File: src/rtl/str_pkg.sv
// Shared types and helpers for the string transfer sequencer.
// Assumes a 32-bit data path and byte lanes of 8 bits.
package str_pkg;
    localparam int DATA_W = 32;

    localparam logic [1:0] OP_LOAD  = 2'd0;
    localparam logic [1:0] OP_STORE = 2'd1;

    localparam logic SEG_DATA  = 1'b0;
    localparam logic SEG_EXTRA = 1'b1;

    typedef enum logic [1:0] {
        ST_IDLE  = 2'd0,
        ST_READ  = 2'd1,
        ST_WRITE = 2'd2
    } str_state_e;

    // Size code to shift amount: 3 is folded onto doubleword.
    function automatic logic [1:0] size_shift(input logic [1:0] sz);
        return (sz == 2'd3) ? 2'd2 : sz;
    endfunction
endpackage

File: src/rtl/str_ptr_adv.sv
// Next-pointer computation: steps a pointer by the element width,
// up or down, wrapping at the pointer width. Purely combinational.
module str_ptr_adv
    import str_pkg::*;
#(
    parameter int ADDR_W = 16
) (
    input  logic [ADDR_W-1:0] ptr,
    input  logic [1:0]        sz,
    input  logic              dn,
    output logic [ADDR_W-1:0] nxt
);
    logic [ADDR_W-1:0] step;

    // Step of 1, 2 or 4 and the wrapped sum or difference.
    always_comb begin
        step = ADDR_W'(1) << size_shift(sz);
        nxt  = dn ? (ptr - step) : (ptr + step);
    end
endmodule

File: src/rtl/str_lane_merge.sv
// Byte-lane merge: the low 1, 2 or 4 lanes come from new_v, the rest
// from old_v. With old_v tied to zero it acts as a size mask.
module str_lane_merge
    import str_pkg::*;
#(
    parameter int W = DATA_W
) (
    input  logic [W-1:0] old_v,
    input  logic [W-1:0] new_v,
    input  logic [1:0]   sz,
    output logic [W-1:0] out_v
);
    localparam int LANES = W / 8;

    logic [7:0] nbytes;

    // Number of lanes the element occupies.
    always_comb nbytes = 8'(1) << size_shift(sz);

    for (genvar g = 0; g < LANES; g++) begin : g_lane
        assign out_v[g*8 +: 8] = (8'(g) < nbytes) ? new_v[g*8 +: 8] : old_v[g*8 +: 8];
    end
endmodule

File: src/rtl/str_rep_count.sv
// Repeat counter: loads at start, decrements once per finished element.
// Assumes the controller never decrements a zero count.
module str_rep_count #(
    parameter int CNT_W = 16
) (
    input  logic             clk,
    input  logic             rst_n,
    input  logic             load,
    input  logic [CNT_W-1:0] load_val,
    input  logic             dec,
    output logic [CNT_W-1:0] value,
    output logic             last
);
    // Count register with load priority over decrement.
    always_ff @(posedge clk) begin
        if (!rst_n)    value <= '0;
        else if (load) value <= load_val;
        else if (dec)  value <= value - CNT_W'(1);
    end

    // Final element is reached when the count reads one.
    always_comb last = (value == CNT_W'(1));

    // one element lowers the count by exactly one
    p_cnt_step_r7: assert property (@(posedge clk) disable iff (!rst_n)
        (dec && !load) |=> (value == $past(value) - CNT_W'(1)));

    // no decrement below zero
    p_no_underflow_r7: assert property (@(posedge clk) disable iff (!rst_n)
        dec |-> (value != '0));
endmodule

File: src/rtl/str_xfer_engine.sv
// String transfer sequencer top. Runs load/store/move on byte, word or
// doubleword elements with pointer stepping, optional repeat count and a
// single ready-stalled memory port tagged by segment. Assumes one access
// per cycle and that mem_rdata is valid in the cycle mem_ready is high.
module str_xfer_engine
    import str_pkg::*;
#(
    parameter int ADDR_W = 16,
    parameter int CNT_W  = 16
) (
    input  logic              clk,
    input  logic              rst_n,
    input  logic              start,
    input  logic [1:0]        op,
    input  logic [1:0]        elem_size,
    input  logic              rep_en,
    input  logic              dir_dn,
    input  logic [ADDR_W-1:0] src_init,
    input  logic [ADDR_W-1:0] dst_init,
    input  logic [CNT_W-1:0]  cnt_init,
    input  logic [DATA_W-1:0] acc_init,
    output logic              mem_req,
    output logic              mem_we,
    output logic              mem_seg,
    output logic [ADDR_W-1:0] mem_addr,
    output logic [1:0]        mem_size,
    output logic [DATA_W-1:0] mem_wdata,
    input  logic [DATA_W-1:0] mem_rdata,
    input  logic              mem_ready,
    output logic [ADDR_W-1:0] src_ptr,
    output logic [ADDR_W-1:0] dst_ptr,
    output logic [CNT_W-1:0]  cnt,
    output logic [DATA_W-1:0] acc,
    output logic              busy,
    output logic              done,
    output logic              rejected
);
    str_state_e        state;
    logic [ADDR_W-1:0] src_q, dst_q, src_nxt, dst_nxt;
    logic [DATA_W-1:0] acc_q, tmp_q, acc_merged, rd_masked, st_masked;
    logic [1:0]        op_q, sz_q;
    logic              rep_q, dir_q, done_q, rej_q;
    logic              is_load, is_store, elem_done, elem_last, cnt_load, cnt_last;

    // Operation decode and element bookkeeping.
    always_comb begin
        is_load   = (op_q == OP_LOAD);
        is_store  = (op_q == OP_STORE);
        elem_done = mem_ready && ((state == ST_WRITE) || (state == ST_READ && is_load));
        elem_last = !rep_q || cnt_last;
        cnt_load  = (state == ST_IDLE) && start;
    end

    str_ptr_adv #(.ADDR_W(ADDR_W)) u_src_adv (
        .ptr(src_q), .sz(sz_q), .dn(dir_q), .nxt(src_nxt));
    str_ptr_adv #(.ADDR_W(ADDR_W)) u_dst_adv (
        .ptr(dst_q), .sz(sz_q), .dn(dir_q), .nxt(dst_nxt));

    str_lane_merge #(.W(DATA_W)) u_acc_merge (
        .old_v(acc_q), .new_v(mem_rdata), .sz(sz_q), .out_v(acc_merged));
    str_lane_merge #(.W(DATA_W)) u_rd_mask (
        .old_v('0), .new_v(mem_rdata), .sz(sz_q), .out_v(rd_masked));
    str_lane_merge #(.W(DATA_W)) u_st_mask (
        .old_v('0), .new_v(acc_q), .sz(sz_q), .out_v(st_masked));

    str_rep_count #(.CNT_W(CNT_W)) u_cnt (
        .clk(clk), .rst_n(rst_n), .load(cnt_load), .load_val(cnt_init),
        .dec(elem_done && rep_q), .value(cnt), .last(cnt_last));

    // Sequencer: capture on start, then read/write phases under ready.
    always_ff @(posedge clk) begin
        if (!rst_n) begin
            state  <= ST_IDLE;
            src_q  <= '0;
            dst_q  <= '0;
            acc_q  <= '0;
            tmp_q  <= '0;
            op_q   <= OP_LOAD;
            sz_q   <= 2'd0;
            rep_q  <= 1'b0;
            dir_q  <= 1'b0;
            done_q <= 1'b0;
            rej_q  <= 1'b0;
        end else begin
            done_q <= 1'b0;
            rej_q  <= 1'b0;
            case (state)
                ST_IDLE: if (start) begin
                    src_q <= src_init;
                    dst_q <= dst_init;
                    acc_q <= acc_init;
                    op_q  <= op;
                    sz_q  <= elem_size;
                    rep_q <= rep_en;
                    dir_q <= dir_dn;
                    if (rep_en && op == OP_LOAD) begin
                        done_q <= 1'b1;
                        rej_q  <= 1'b1;
                    end else if (rep_en && cnt_init == '0) begin
                        done_q <= 1'b1;
                    end else begin
                        state <= (op == OP_STORE) ? ST_WRITE : ST_READ;
                    end
                end
                ST_READ: if (mem_ready) begin
                    src_q <= src_nxt;
                    if (is_load) begin
                        acc_q  <= acc_merged;
                        state  <= ST_IDLE;
                        done_q <= 1'b1;
                    end else begin
                        tmp_q <= rd_masked;
                        state <= ST_WRITE;
                    end
                end
                ST_WRITE: if (mem_ready) begin
                    dst_q <= dst_nxt;
                    if (elem_last) begin
                        state  <= ST_IDLE;
                        done_q <= 1'b1;
                    end else begin
                        state <= is_store ? ST_WRITE : ST_READ;
                    end
                end
                default: state <= ST_IDLE;
            endcase
        end
    end

    // Memory port and result outputs.
    always_comb begin
        mem_req   = (state != ST_IDLE);
        mem_we    = (state == ST_WRITE);
        mem_seg   = (state == ST_WRITE) ? SEG_EXTRA : SEG_DATA;
        mem_addr  = (state == ST_WRITE) ? dst_q : src_q;
        mem_size  = sz_q;
        mem_wdata = is_store ? st_masked : tmp_q;
        src_ptr   = src_q;
        dst_ptr   = dst_q;
        acc       = acc_q;
        busy      = (state != ST_IDLE);
        done      = done_q;
        rejected  = rej_q;
    end

    // a stalled request keeps its attributes
    p_stall_hold_r10: assert property (@(posedge clk) disable iff (!rst_n)
        (mem_req && !mem_ready) |=> (mem_req && $stable(mem_addr) && $stable(mem_we)
                                     && $stable(mem_seg) && $stable(mem_wdata)));

    // every write lands in the extra segment
    p_write_extra_r5: assert property (@(posedge clk) disable iff (!rst_n)
        (mem_req && mem_we) |-> (mem_seg == SEG_EXTRA));

    // every read comes from the data segment
    p_read_data_r3: assert property (@(posedge clk) disable iff (!rst_n)
        (mem_req && !mem_we) |-> (mem_seg == SEG_DATA));

    // done is a single-cycle pulse
    p_done_pulse_r11: assert property (@(posedge clk) disable iff (!rst_n)
        done |=> !done);

    // a rejection is reported only with done and no activity
    p_reject_done_r9: assert property (@(posedge clk) disable iff (!rst_n)
        rejected |-> (done && !busy));

    // element size cannot change while an operation runs
    p_size_fixed_r11: assert property (@(posedge clk) disable iff (!rst_n)
        busy |=> (!busy || $stable(mem_size)));

    // a completed read moves the source pointer
    p_src_moves_r1: assert property (@(posedge clk) disable iff (!rst_n)
        (mem_req && !mem_we && mem_ready) |=> (src_ptr != $past(src_ptr)));
endmodule

File: config.mk
export PLATFORM = sky130hd
export DESIGN_NAME = str_xfer_engine
export DESIGN_NICKNAME = d
export VERILOG_FILES = /design/src/rtl/str_pkg.sv /design/src/rtl/str_ptr_adv.sv /design/src/rtl/str_lane_merge.sv /design/src/rtl/str_rep_count.sv /design/src/rtl/str_xfer_engine.sv
export SDC_FILE = /design/constraint.sdc
export NUM_CORES = 1
export LEC_CHECK = 0
export ABC_AREA = 0
export CORE_MARGIN = 1.5
export CORE_UTILIZATION = 44
export DETAILED_ROUTE_END_ITERATION = 8
export PLACE_DENSITY = 0.88
export SETUP_SLACK_MARGIN = 0.3
export SKIP_CTS_REPAIR_TIMING = 1
export SLEW_MARGIN = 20
export SYNTH_ARGS = -nofsm -noshare
export SYNTH_HDL_FRONTEND = slang
export SYNTH_HIERARCHICAL = 1
export SYNTH_SLANG_ARGS = --single-unit
export TNS_END_PERCENT = 20
File: constraint.sdc
create_clock -name clk -period 3.05 [get_ports clk]
set_clock_uncertainty 0.1 [all_clocks]
set_input_delay 0.61 -clock clk [delete_from_list [all_inputs] [get_ports clk]]
set_output_delay 0.61 -clock clk [all_outputs]
set_load 0.005 [all_outputs]
==> results.tsv <==
metric	value	unit
status	finished, final reports clean	
cp_slowest_stage_delay	450	ps
holdCritPathClass	reg -> reg	
finalHoldViolations	0	
antenna_found_initial	3	
ff2ff_path_depth	14	
synth_top_area_frac	0.276	
viasPerCell	5.46	
wl_per_cell	18.0	um
drt_pass1_iterations	5	
cpLargestDelayFamily	buffers and inverters	
cap_viol_max_count	0	
p_total	9.04	mW
grt_pass1_wl	39900	um
die_w	145	um
portBuffers	257	
crit_cells	5	
dp_hpwl	19300	um
yosysMostFrequentCell	nand2_1	
syn_area	8850	um^2
fillers	1531	
tns	0	ps
max_freq	343	MHz
netlist_instances	967	
die_area	21000	um^2
p_seq_frac	0.277	
startpoint_type	flop	
synth-seq-cells	122	
gp_routability_congestion	0.918	
cts_tree	built	
overflow	0	
synth-edff-count	0	
final_layout_size_suffix_gt1_frac	0.177	
pwr-share-clk	0.226	
vias	8306	
fin_crit_sh	0.955	
maxSlewViolCount	0	
place_inst	1473	
r2r_setup_slack	240	ps
netSwitchingPower	3.33	mW
r2r_start	mem_size[1]	
cts.sinks	122	
synth-main-ff-cell	dfxtp_1	
synthTopCellsByCount	nand2_1, dfxtp_1, mux2_2, mux2i_1, o211a_1	
io_pins	258	
worst_slew_pin_slew	622	ps
drc	0	
utilization	0.642	
grt_max_degree	66	
finalWirelength	27400	um
p_sw_frac	0.368	
combPwrFrac	0.497	
worstReg2RegEnd	dst_ptr[14]	
avgSynthCellArea	9.16	um^2
synth_cell_type_count	70	
first_global_vias	7823	
synth_area_leader_cell	dfxtp_1	
ys_warn_count	6	
nets	1399	
cp.arrival	2200	ps
startpoint	mem_size[1]	
first_iter_violations	506	
clock_path_buffers	2	
cts_buffers	17	
internal_power	5.71	mW
rsz0062_at_grt	true	
clkTransAtPathRegs	60	ps
powerDensity	719	nW/um^2
place_area	11800	um^2
dp_slack	167	ps
grt_usage	0.244	
slew_headroom	0.586	
ir_drop	426	uV
endpoint	mem_wdata[9]	
final_area	12600	um^2
crit_type	reg -> out	
layout_setup_ws	137	ps
start_util	0.452	
insertion_delay	420	ps
finalSetupViolCount	0	
yosys-top-cells-area	dfxtp_1, mux2_2, mux2i_1, o211a_1, nand2_1	
worst-path-max-fanout	8	
cts_root_buffer	clkbuf_16	
hold_path_depth	2	
crit_top_cell	mux2_2	
hold_slack	367	ps
end_kind	output port	
stdcell_count	1521	
die_h	145	um
coreArea	19600	um^2
yosysSeqAreaShare	0.276	
area_growth	41.9	%
async_flop_share	0	
crit_required	2340	ps
h-tree-depth	4	
period_minus_slack	2910	ps
crit_slowest_cell	clkdlybuf4s50_1	
rows	51	
leakage	5.66	nW
ant_nets	0	
path_buf_inv	2	
cp_cell_sequence	buf_8 -> nor2_8 -> mux2_2 -> mux2_2 -> clkdlybuf4s50_1	
[worst min-delay path by stage]
| stage | startpoint | end | slack, ps |
|---|---|---|---|
| 6_report | tmp_q[7] | tmp_q[7] | 370 |
| 5_1_grt | tmp_q[2] | tmp_q[2] | 390 |
| 4_1_cts | op_q[0] | op_q[0] | 370 |
| 3_5_place_dp | op_q[0] | op_q[0] | 360 |
| 3_3_place_gp | op_q[0] | op_q[0] | 350 |
| 2_1_floorplan | tmp_q[5] | tmp_q[5] | 330 |
[kinds of logic after synthesis]
family | count (synthesis) | synth area share
AO/OA/AOI/OAI | 215 | 0.190
buffers and inverters | 106 | 0.0578
XOR/XNOR | 41 | 0.0406
flip-flops | 122 | 0.276
other | 1 | 0.000424
adder cells (fa/ha/maj) | 38 | 0.0554
AND/OR/NAND/NOR | 256 | 0.138
multiplexers | 188 | 0.242
[worst min-delay path, cell delays in order, from the launching register on]
cell and delay [ps]:
dfxtp_1 320, nand2_1 50, a21boi_1 50
[registers in the layout, summed over array words and instances (netlist names)]
signal,cells
dir_q,1
done,1
u_cnt/value,16
mem_size,2
tmp_q,32
rep_q,1
src_ptr,16
rejected,1
op_q,2
acc,32
state,2
dst_ptr,16
[layout by cell type (no fill, tap or decap), types with 5 or more instances in the layout]
master	synthesis	final
conb_1	1	48
inv_6	0	7
ha_1	36	34
a21boi_0	35	35
o21a_1	5	5
nor2b_1	6	6
clkbuf_16	0	18
a21oi_1	34	34
mux2_4	30	30
xnor2_1	25	25
nand3_1	10	10
buf_12	3	7
clkdlybuf4s50_1	0	248
o21ai_1	5	5
xor2_1	16	16
inv_1	17	17
dfxtp_1	122	118
mux2i_1	68	68
mux2_2	90	90
nand2_1	169	169
o21ai_0	22	22
o211a_1	67	67
nor4_1	8	8
dlymetal6s2s_1	0	8
nor3_1	7	7
buf_4	2	25
or3_1	5	5
a21o_1	10	10
nor2_1	21	16
a21oi_2	5	5
[layer usage]
layer  vias to the layer above  wire, um  track usage
met3                        81      1580       0.0494
li1                       3957         -            -
met4                         0      1290        0.145
met5                         -         0            0
met1                      3924     10900        0.283
met2                       344     13600        0.414
[power groups by stage]
stage	clock network, mW	logic [mW]	registers, mW
2_1_floorplan	0	2.65	2.38
3_3_place_gp	0	4.22	2.50
3_5_place_dp	0	4.34	2.52
4_1_cts	2.07	4.37	2.49
5_1_grt	2.13	4.84	2.55
6_report	2.04	4.49	2.50
[layout make-up]
| class | instances | area, um^2 | area share |
|---|---|---|---|
| antenna | 4 | 10.0 | 0.000796 |
| clock buffer | 17 | 425 | 0.0338 |
| clock inverter | 15 | 163 | 0.0129 |
| inverter | 19 | 71.3 | 0.00567 |
| multi-input combinational | 787 | 6140 | 0.488 |
| sequential | 122 | 2450 | 0.195 |
| tap | 265 | 332 | 0.0264 |
| timing repair buffer | 292 | 2980 | 0.237 |
No activity file was read; power rests on OpenSTA's default activity.
